<file path="config.mk">
export PLATFORM = sky130hd
export DESIGN_NAME = tcm_addr_router
export DESIGN_NICKNAME = d
export VERILOG_FILES = /design/src/rtl/tcm_addr_router.sv
export SDC_FILE = /design/constraint.sdc
export NUM_CORES = 1
export LEC_CHECK = 0
export BUFFER_PORTS_ARGS = -buffer_cell sky130_fd_sc_hd__buf_4
export CORE_MARGIN = 4
export CORE_UTILIZATION = 35
export CTS_CLUSTER_DIAMETER = 200
export DETAILED_ROUTE_END_ITERATION = 6
export PLACE_DENSITY_LB_ADDON = 0.15
export SETUP_SLACK_MARGIN = 0.1
export SLEW_MARGIN = 20
export SYNTH_ARGS = -nofsm -noshare
export SYNTH_HDL_FRONTEND = slang
export SYNTH_SLANG_ARGS = --single-unit
</file>
<file path="constraint.sdc">
create_clock -name clk -period 7.5 [get_ports clk]
set_input_delay 0.75 -clock clk [delete_from_list [all_inputs] [get_ports clk]]
set_output_delay 0.75 -clock clk [all_outputs]
set_load 0.005 [all_outputs]
</file>
<file path="src/rtl/tcm_addr_router.sv">
module tcm_addr_router #(
  parameter int          ITCM_OFS_BITS = 15,
  parameter int          DTCM_OFS_BITS = 14,
  parameter int          MAIN_OFS_BITS = 22,
  parameter int          BOOT_OFS_BITS = 12,
  parameter int          SHR_HALF_BITS = 14,
  parameter int          PAGE_BITS     = 12,
  parameter logic [31:0] WORD_ONLY_LO  = 32'h0400_0320,
  parameter logic [31:0] WORD_ONLY_HI  = 32'h0400_06A4
) (
  input  logic        clk,
  input  logic        rst_n,
  input  logic        cfg_we,
  input  logic [1:0]  cfg_sel,
  input  logic [31:0] cfg_wdata,
  input  logic        acc_valid,
  input  logic        acc_write,
  input  logic [1:0]  acc_size,
  input  logic [31:0] acc_addr,
  output logic        out_valid,
  output logic [8:0]  tgt_sel,
  output logic [31:0] tgt_offset,
  output logic        tgt_unmapped
);
  localparam int T_ITCM = 0, T_DTCM = 1, T_MAIN = 2, T_SHR = 3, T_IO = 4;
  localparam int T_PAL = 5, T_VRAM = 6, T_OAM = 7, T_BOOT = 8;
  localparam int PN_W  = 32 - PAGE_BITS;
  localparam int CNT_W = PN_W + 9;
  localparam int PG_SHIFT = PAGE_BITS - 9;

  logic             it_en, dt_en, it_load, dt_load;
  logic [4:0]       it_code, dt_code;
  logic [PN_W-1:0]  dt_page;
  logic [1:0]       sh_mode;

  always_ff @(posedge clk or negedge rst_n) begin
    if (!rst_n) begin
      it_en <= 1'b0; it_code <= '0;
      dt_en <= 1'b0; dt_code <= '0; dt_page <= '0;
      it_load <= 1'b0; dt_load <= 1'b0;
      sh_mode <= 2'd0;
    end else if (cfg_we) begin
      case (cfg_sel)
        2'd0: begin it_en <= cfg_wdata[0]; it_code <= cfg_wdata[5:1]; end
        2'd1: begin
          dt_en   <= cfg_wdata[0];
          dt_code <= cfg_wdata[5:1];
          dt_page <= cfg_wdata[31:PAGE_BITS];
        end
        2'd2: begin it_load <= cfg_wdata[19]; dt_load <= cfg_wdata[17]; end
        default: sh_mode <= cfg_wdata[1:0];
      endcase
    end
  end

  logic unused_cfg;
  assign unused_cfg = ^cfg_wdata;

  function automatic logic [CNT_W-1:0] page_count(input logic [4:0] code);
    if (code < 5'(PG_SHIFT)) return CNT_W'(1);
    return CNT_W'(1) << (code - 5'(PG_SHIFT));
  endfunction

  logic [PN_W-1:0] a_page, d_rel;
  logic it_hit, dt_hit, it_take, dt_take, in_word_only;
  assign a_page  = acc_addr[31:PAGE_BITS];
  assign d_rel   = a_page - dt_page;
  assign it_hit  = it_en && ({9'b0, a_page} < page_count(it_code));
  assign dt_hit  = dt_en && (a_page >= dt_page) && ({9'b0, d_rel} < page_count(dt_code));
  assign it_take = it_hit && (acc_write || !it_load);
  assign dt_take = dt_hit && (acc_write || !dt_load);
  assign in_word_only = (acc_addr >= WORD_ONLY_LO) && (acc_addr < WORD_ONLY_HI);

  logic [8:0]  n_sel;
  logic [31:0] n_off;

  always_comb begin
    n_sel = '0;
    n_off = '0;
    if (it_take) begin
      n_sel[T_ITCM] = 1'b1;
      n_off = {{(32-ITCM_OFS_BITS){1'b0}}, acc_addr[ITCM_OFS_BITS-1:0]};
    end else if (dt_take) begin
      n_sel[T_DTCM] = 1'b1;
      n_off = {{(32-DTCM_OFS_BITS){1'b0}}, acc_addr[DTCM_OFS_BITS-1:0]};
    end else begin
      case (acc_addr[31:24])
        8'h02: begin
          n_sel[T_MAIN] = 1'b1;
          n_off = {{(32-MAIN_OFS_BITS){1'b0}}, acc_addr[MAIN_OFS_BITS-1:0]};
        end
        8'h03: begin
          case (sh_mode)
            2'd0: begin
              n_sel[T_SHR] = 1'b1;
              n_off = {{(31-SHR_HALF_BITS){1'b0}}, acc_addr[SHR_HALF_BITS:0]};
            end
            2'd1: begin
              n_sel[T_SHR] = 1'b1;
              n_off = {{(31-SHR_HALF_BITS){1'b0}}, 1'b1, acc_addr[SHR_HALF_BITS-1:0]};
            end
            2'd2: begin
              n_sel[T_SHR] = 1'b1;
              n_off = {{(32-SHR_HALF_BITS){1'b0}}, acc_addr[SHR_HALF_BITS-1:0]};
            end
            default: ;
          endcase
        end
        8'h04: begin
          if (!in_word_only || acc_size == 2'd2) begin
            n_sel[T_IO] = 1'b1;
            n_off = {8'h00, acc_addr[23:0]};
          end
        end
        8'h05: begin n_sel[T_PAL]  = 1'b1; n_off = {8'h00, acc_addr[23:0]}; end
        8'h06: begin n_sel[T_VRAM] = 1'b1; n_off = {8'h00, acc_addr[23:0]}; end
        8'h07: begin n_sel[T_OAM]  = 1'b1; n_off = {8'h00, acc_addr[23:0]}; end
        8'hFF: begin
          if (!acc_write) begin
            n_sel[T_BOOT] = 1'b1;
            n_off = {{(32-BOOT_OFS_BITS){1'b0}}, acc_addr[BOOT_OFS_BITS-1:0]};
          end
        end
        default: ;
      endcase
    end
  end

  always_ff @(posedge clk or negedge rst_n) begin
    if (!rst_n) begin
      out_valid    <= 1'b0;
      tgt_sel      <= '0;
      tgt_offset   <= '0;
      tgt_unmapped <= 1'b0;
    end else begin
      out_valid    <= acc_valid;
      tgt_sel      <= acc_valid ? n_sel : '0;
      tgt_offset   <= acc_valid ? n_off : '0;
      tgt_unmapped <= acc_valid && (n_sel == '0);
    end
  end


  sel_onehot_chk: assert property (@(posedge clk) disable iff (!rst_n)
    $onehot0(tgt_sel));

  unmapped_flag_chk: assert property (@(posedge clk) disable iff (!rst_n)
    out_valid |-> (tgt_unmapped == ($countones(tgt_sel) == 0)));

  boot_no_write_chk: assert property (@(posedge clk) disable iff (!rst_n)
    (acc_valid && acc_write) |=> !tgt_sel[T_BOOT]);

  itcm_mirror_chk: assert property (@(posedge clk) disable iff (!rst_n)
    tgt_sel[T_ITCM] |-> (tgt_offset[31:ITCM_OFS_BITS] == '0));

  dtcm_mirror_chk: assert property (@(posedge clk) disable iff (!rst_n)
    tgt_sel[T_DTCM] |-> (tgt_offset[31:DTCM_OFS_BITS] == '0));

  word_only_chk: assert property (@(posedge clk) disable iff (!rst_n)
    (acc_valid && in_word_only && acc_size != 2'd2) |=> !tgt_sel[T_IO]);

  shared_off_chk: assert property (@(posedge clk) disable iff (!rst_n)
    (acc_valid && sh_mode == 2'd3 && acc_addr[31:24] == 8'h03) |=> !tgt_sel[T_SHR]);

  valid_pulse_chk: assert property (@(posedge clk) disable iff (!rst_n)
    !acc_valid |=> !out_valid);
endmodule

</file>
==> results by group <==
Route
  • Routed wirelength normalized by instance count: 17.23 µm
  • Total wire length: 14230 µm
  • Met3 routed WL: 675 µm
  • DR DRC count: 0
  • Highest routed metal layer: met4
  • Metal-1 WL: 6526 µm
  • Vias per Instance: 5.312
  • Number of routed nets with antenna violations: 0
  • Overall via count from detail_route: 4388
  • Routed met2 length: 6762 µm
  • Violation count after the first detailed-route iteration: 249
  • Pre-Repair DR Iteration Count: 4

STA
  • Tightest slew margin relative to the limit: 0.3631
  • Max frequency: 199.2 MHz
  • RSZ-0062 raised after global routing: false
  • Worst Clk Skew: 9.328 ps
  • Minimum period implied by the final worst setup slack: 5020 ps
  • Hold Violations, Final: 0
  • Actual transition at the worst max-transition pin: 953.2 ps
  • Total count of max-transition violations in the final report: 0
  • Sum of negative setup slack: 0 ps
  • Final setup violation count: 0
  • Final period utilization: 0.6693

Global routing
  • Sum of overflow across all layers after global routing: 0
  • Pin count of the biggest net entering global routing: 72
  • Global-route wire length before repair: 22590 µm
  • Initial antenna violation count: 0
  • Total routing resource utilization after global routing: 0.1724
  • Vias in the first global route: 4364

Clock network
  • Clock latency reported for the late side of the worst-skew pair: 350 ps
  • Resize count post-CTS: 0
  • Inserted Clock Buffers: 9
  • Count of hold-fix buffers inserted at cts: 0
  • CTS tree: built
  • Max H-tree Level: 3
  • Number of buffers between clock root and the deepest sink: 2
  • CTS Sinks: 71
  • Post-CTS Setup Bufs: 0
  • Clock-pin transition on the worst setup and hold timing paths: 50 ps
  • CTS Root Cell: sky130_fd_sc_hd__clkbuf_16

Placed design
  • Area post-placement: 6068 µm²
  • Weighted congestion at the end of routability-driven global placement: 0.7970
  • DP HPWL: 11600 µm
  • Count of buffers inserted at the top-level ports: 101

Status
  • Result of the run: finished clean

Yosys
  • Main flop type after synthesis: sky130_fd_sc_hd__dfrtp_1
  • Cell with the most instances after synthesis: sky130_fd_sc_hd__dfrtp_1
  • Area share of the leading cell type in the synthesized netlist: 0.3426
  • Async S/R FF share, synth: 1.000
  • Number of instances in the synthesized netlist: 542
  • Ranking of synthesized cells by instance count: sky130_fd_sc_hd__dfrtp_1 (71), sky130_fd_sc_hd__nand2_1 (63), sky130_fd_sc_hd__ha_1 (58)
  • Area leader, netlist: sky130_fd_sc_hd__dfrtp_1
  • Share of synthesized area occupied by flip-flops and latches: 0.3426
  • Number of distinct library cells after synthesis: 68
  • Count of flip-flops with a built-in enable after synthesis: 0
  • Flops & latches, synth: 71
  • Syn avg cell area: 9.569 µm²
  • Leading post-synthesis cells by cell area: sky130_fd_sc_hd__dfrtp_1 (34%), sky130_fd_sc_hd__ha_1 (14%), sky130_fd_sc_hd__mux2_2 (7.8%)
  • Cell area after synthesis: 5186 µm²
  • Number of synthesis warnings: 0

Die
  • Top-level port count: 116
  • Full die area: 16830 µm²
  • Width of the die: 129.7 µm
  • Die Y-Extent: 129.7 µm
  • Initial core utilization: 0.3568
  • Num rows: 44
  • Total core area: 14530 µm²

Power and ir drop
  • Reported net switching power: 532.8 µW
  • Leak pwr: 2.958 nW
  • Pwr per Cell Area: 237.8 nW/µm²
  • Switching share of power: 0.3508
  • Register share of total power: 0.312
  • Int Pwr: 986.3 µW
  • Maximum vdd ir drop: 0.0001108 V
  • Share of total power in the clock network: 0.303
  • Relative contribution of combinational cells to total power: 0.385

Layout
  • Area Overhead vs Synth: 23.18%
  • # nets final: 770
  • Antenna Diode Count: 0
  • Filler cells: 1486
  • Ratio of cells with drive above 1 in the final layout: 0.2773
  • Design area: 6389 µm²

Critical path
  • CP endpoint kind: flip-flop
  • Critical path type: primary input to flip-flop
  • Critical path peak fanout: 23
  • Required @ worst endpoint: 7730 ps
  • Nature of the critical path startpoint: primary input
  • Worst path arrival time: 5250 ps

Flow run
  • Reported max-cap violation count: 0

Hold path
  • Worst min path class: flip-flop to flip-flop
## metal layers
metal / vias up / GRT usage
met5: - / 0
met4: 0 / 0.05746
met3: 19 / 0.02988
met2: 93 / 0.2800
met1: 2136 / 0.2340
li1: 2140 / -
## stage by stage
stage	power (mW)	cells	util	setup slack [ps]	hold slack, ps
floorplan	0.8768	549	-	3065	454.4
global placement	1.053	811	0.4170	1996	480.0
detailed placement	1.068	811	0.4175	2175	495.6
CTS	1.539	826	0.4396	2507	508.3
global route	1.629	826	0.4396	2146	522.0
finish	1.519	826	0.4396	2480	505.6
## logic make-up (layout without fill, tap and decap cells)
kind of cell / count (synthesis) / in the layout / synth area share
mux: 37 / 37 / 0.08010
simple gates: 186 / 186 / 0.1957
buf+inv: 59 / 152 / 0.05380
compound gates: 114 / 114 / 0.1580
other cells: 1 / 8 / 0.0007231
xor+xnor: 15 / 15 / 0.02533
flops: 71 / 71 / 0.3426
fa+ha+maj: 59 / 59 / 0.1438
## power by group through the flow
stage	Combinational (mW)	Clock, mW	Sequential [mW]
3_3_place_gp	0.575	0	0.478
5_1_grt	0.664	0.485	0.480
6_report	0.585	0.461	0.473
2_1_floorplan	0.417	0	0.460
3_5_place_dp	0.587	0	0.481
4_1_cts	0.591	0.474	0.474
## worst max-delay path, stage by stage
cell,delay (ps)
sky130_fd_sc_hd__buf_4,140
sky130_fd_sc_hd__inv_1,50
sky130_fd_sc_hd__ha_1,160
sky130_fd_sc_hd__inv_1,60
sky130_fd_sc_hd__fa_1,400
sky130_fd_sc_hd__a21o_1,190
sky130_fd_sc_hd__a221o_1,370
sky130_fd_sc_hd__a21o_1,210
sky130_fd_sc_hd__a31oi_4,220
sky130_fd_sc_hd__o21ai_1,160
sky130_fd_sc_hd__a2111o_1,430
sky130_fd_sc_hd__o311ai_1,110
sky130_fd_sc_hd__ha_1,300
sky130_fd_sc_hd__a21o_1,160
sky130_fd_sc_hd__a211oi_1,250
sky130_fd_sc_hd__o41ai_1,110
sky130_fd_sc_hd__o32ai_1,460
sky130_fd_sc_hd__a21oi_4,370
sky130_fd_sc_hd__and4_1,330
## flip-flops by register name (all words and copies together), names as in the netlist, 2 cells and up
register / flops
sh_mode: 2
tgt_offset: 24
tgt_sel: 9
dt_page: 20
it_code: 5
dt_code: 5
## final cells by class
cell class,count,area [µm²],share of cell area
Multi-Input combinational cell,419,3164,0.4953
Sequential cell,71,1777,0.2781
Timing Repair Buffer,102,765.7,0.1199
Clock buffer,10,239.0,0.03741
Tap cell,184,230.2,0.03604
Inverter,35,131.4,0.02056
Clock inverter,5,81.33,0.01273
## path summary, 6_finish.rpt
path                                          from                       end  slack, ps  cells after the start
max in group asynchronous                    rst_n    it_code[4]$_DFFE_PN0P_       6380                      1
setup / recovery                      acc_addr[12]  tgt_offset[23]$_DFF_PN0_       2480                     19
hold / removal             dt_page[11]$_DFFE_PN0P_   dt_page[11]$_DFFE_PN0P_        510                      1
setup reg to reg            dt_page[0]$_DFFE_PN0P_  tgt_offset[23]$_DFF_PN0_       2670                     17
hold reg to reg            dt_page[11]$_DFFE_PN0P_   dt_page[11]$_DFFE_PN0P_        510                      1
min in group asynchronous                    rst_n  tgt_offset[21]$_DFF_PN0_        520                      1
## placed cells by master, fill, tap and decap left out, drive strengths merged, types with 4 or more instances in the layout
cell type  Yosys  final
buf           13    102
dfrtp         71     71
nand2         63     63
ha            58     58
a21oi         42     42
mux2          36     36
inv           35     36
nor2          28     28
nand3         19     19
o21ai         17     17
nor3b         14     14
a21o          11     11
nor2b         10     10
clkbuf        11     10
xnor2          9      9
and3           8      8
nor3           8      8
and4           8      8
conb           1      8
nand4          7      7
xor2           6      6
a211oi         5      5
o31a           4      4
nor4           4      4
a31oi          4      4
(Power assumes the default switching activity.)
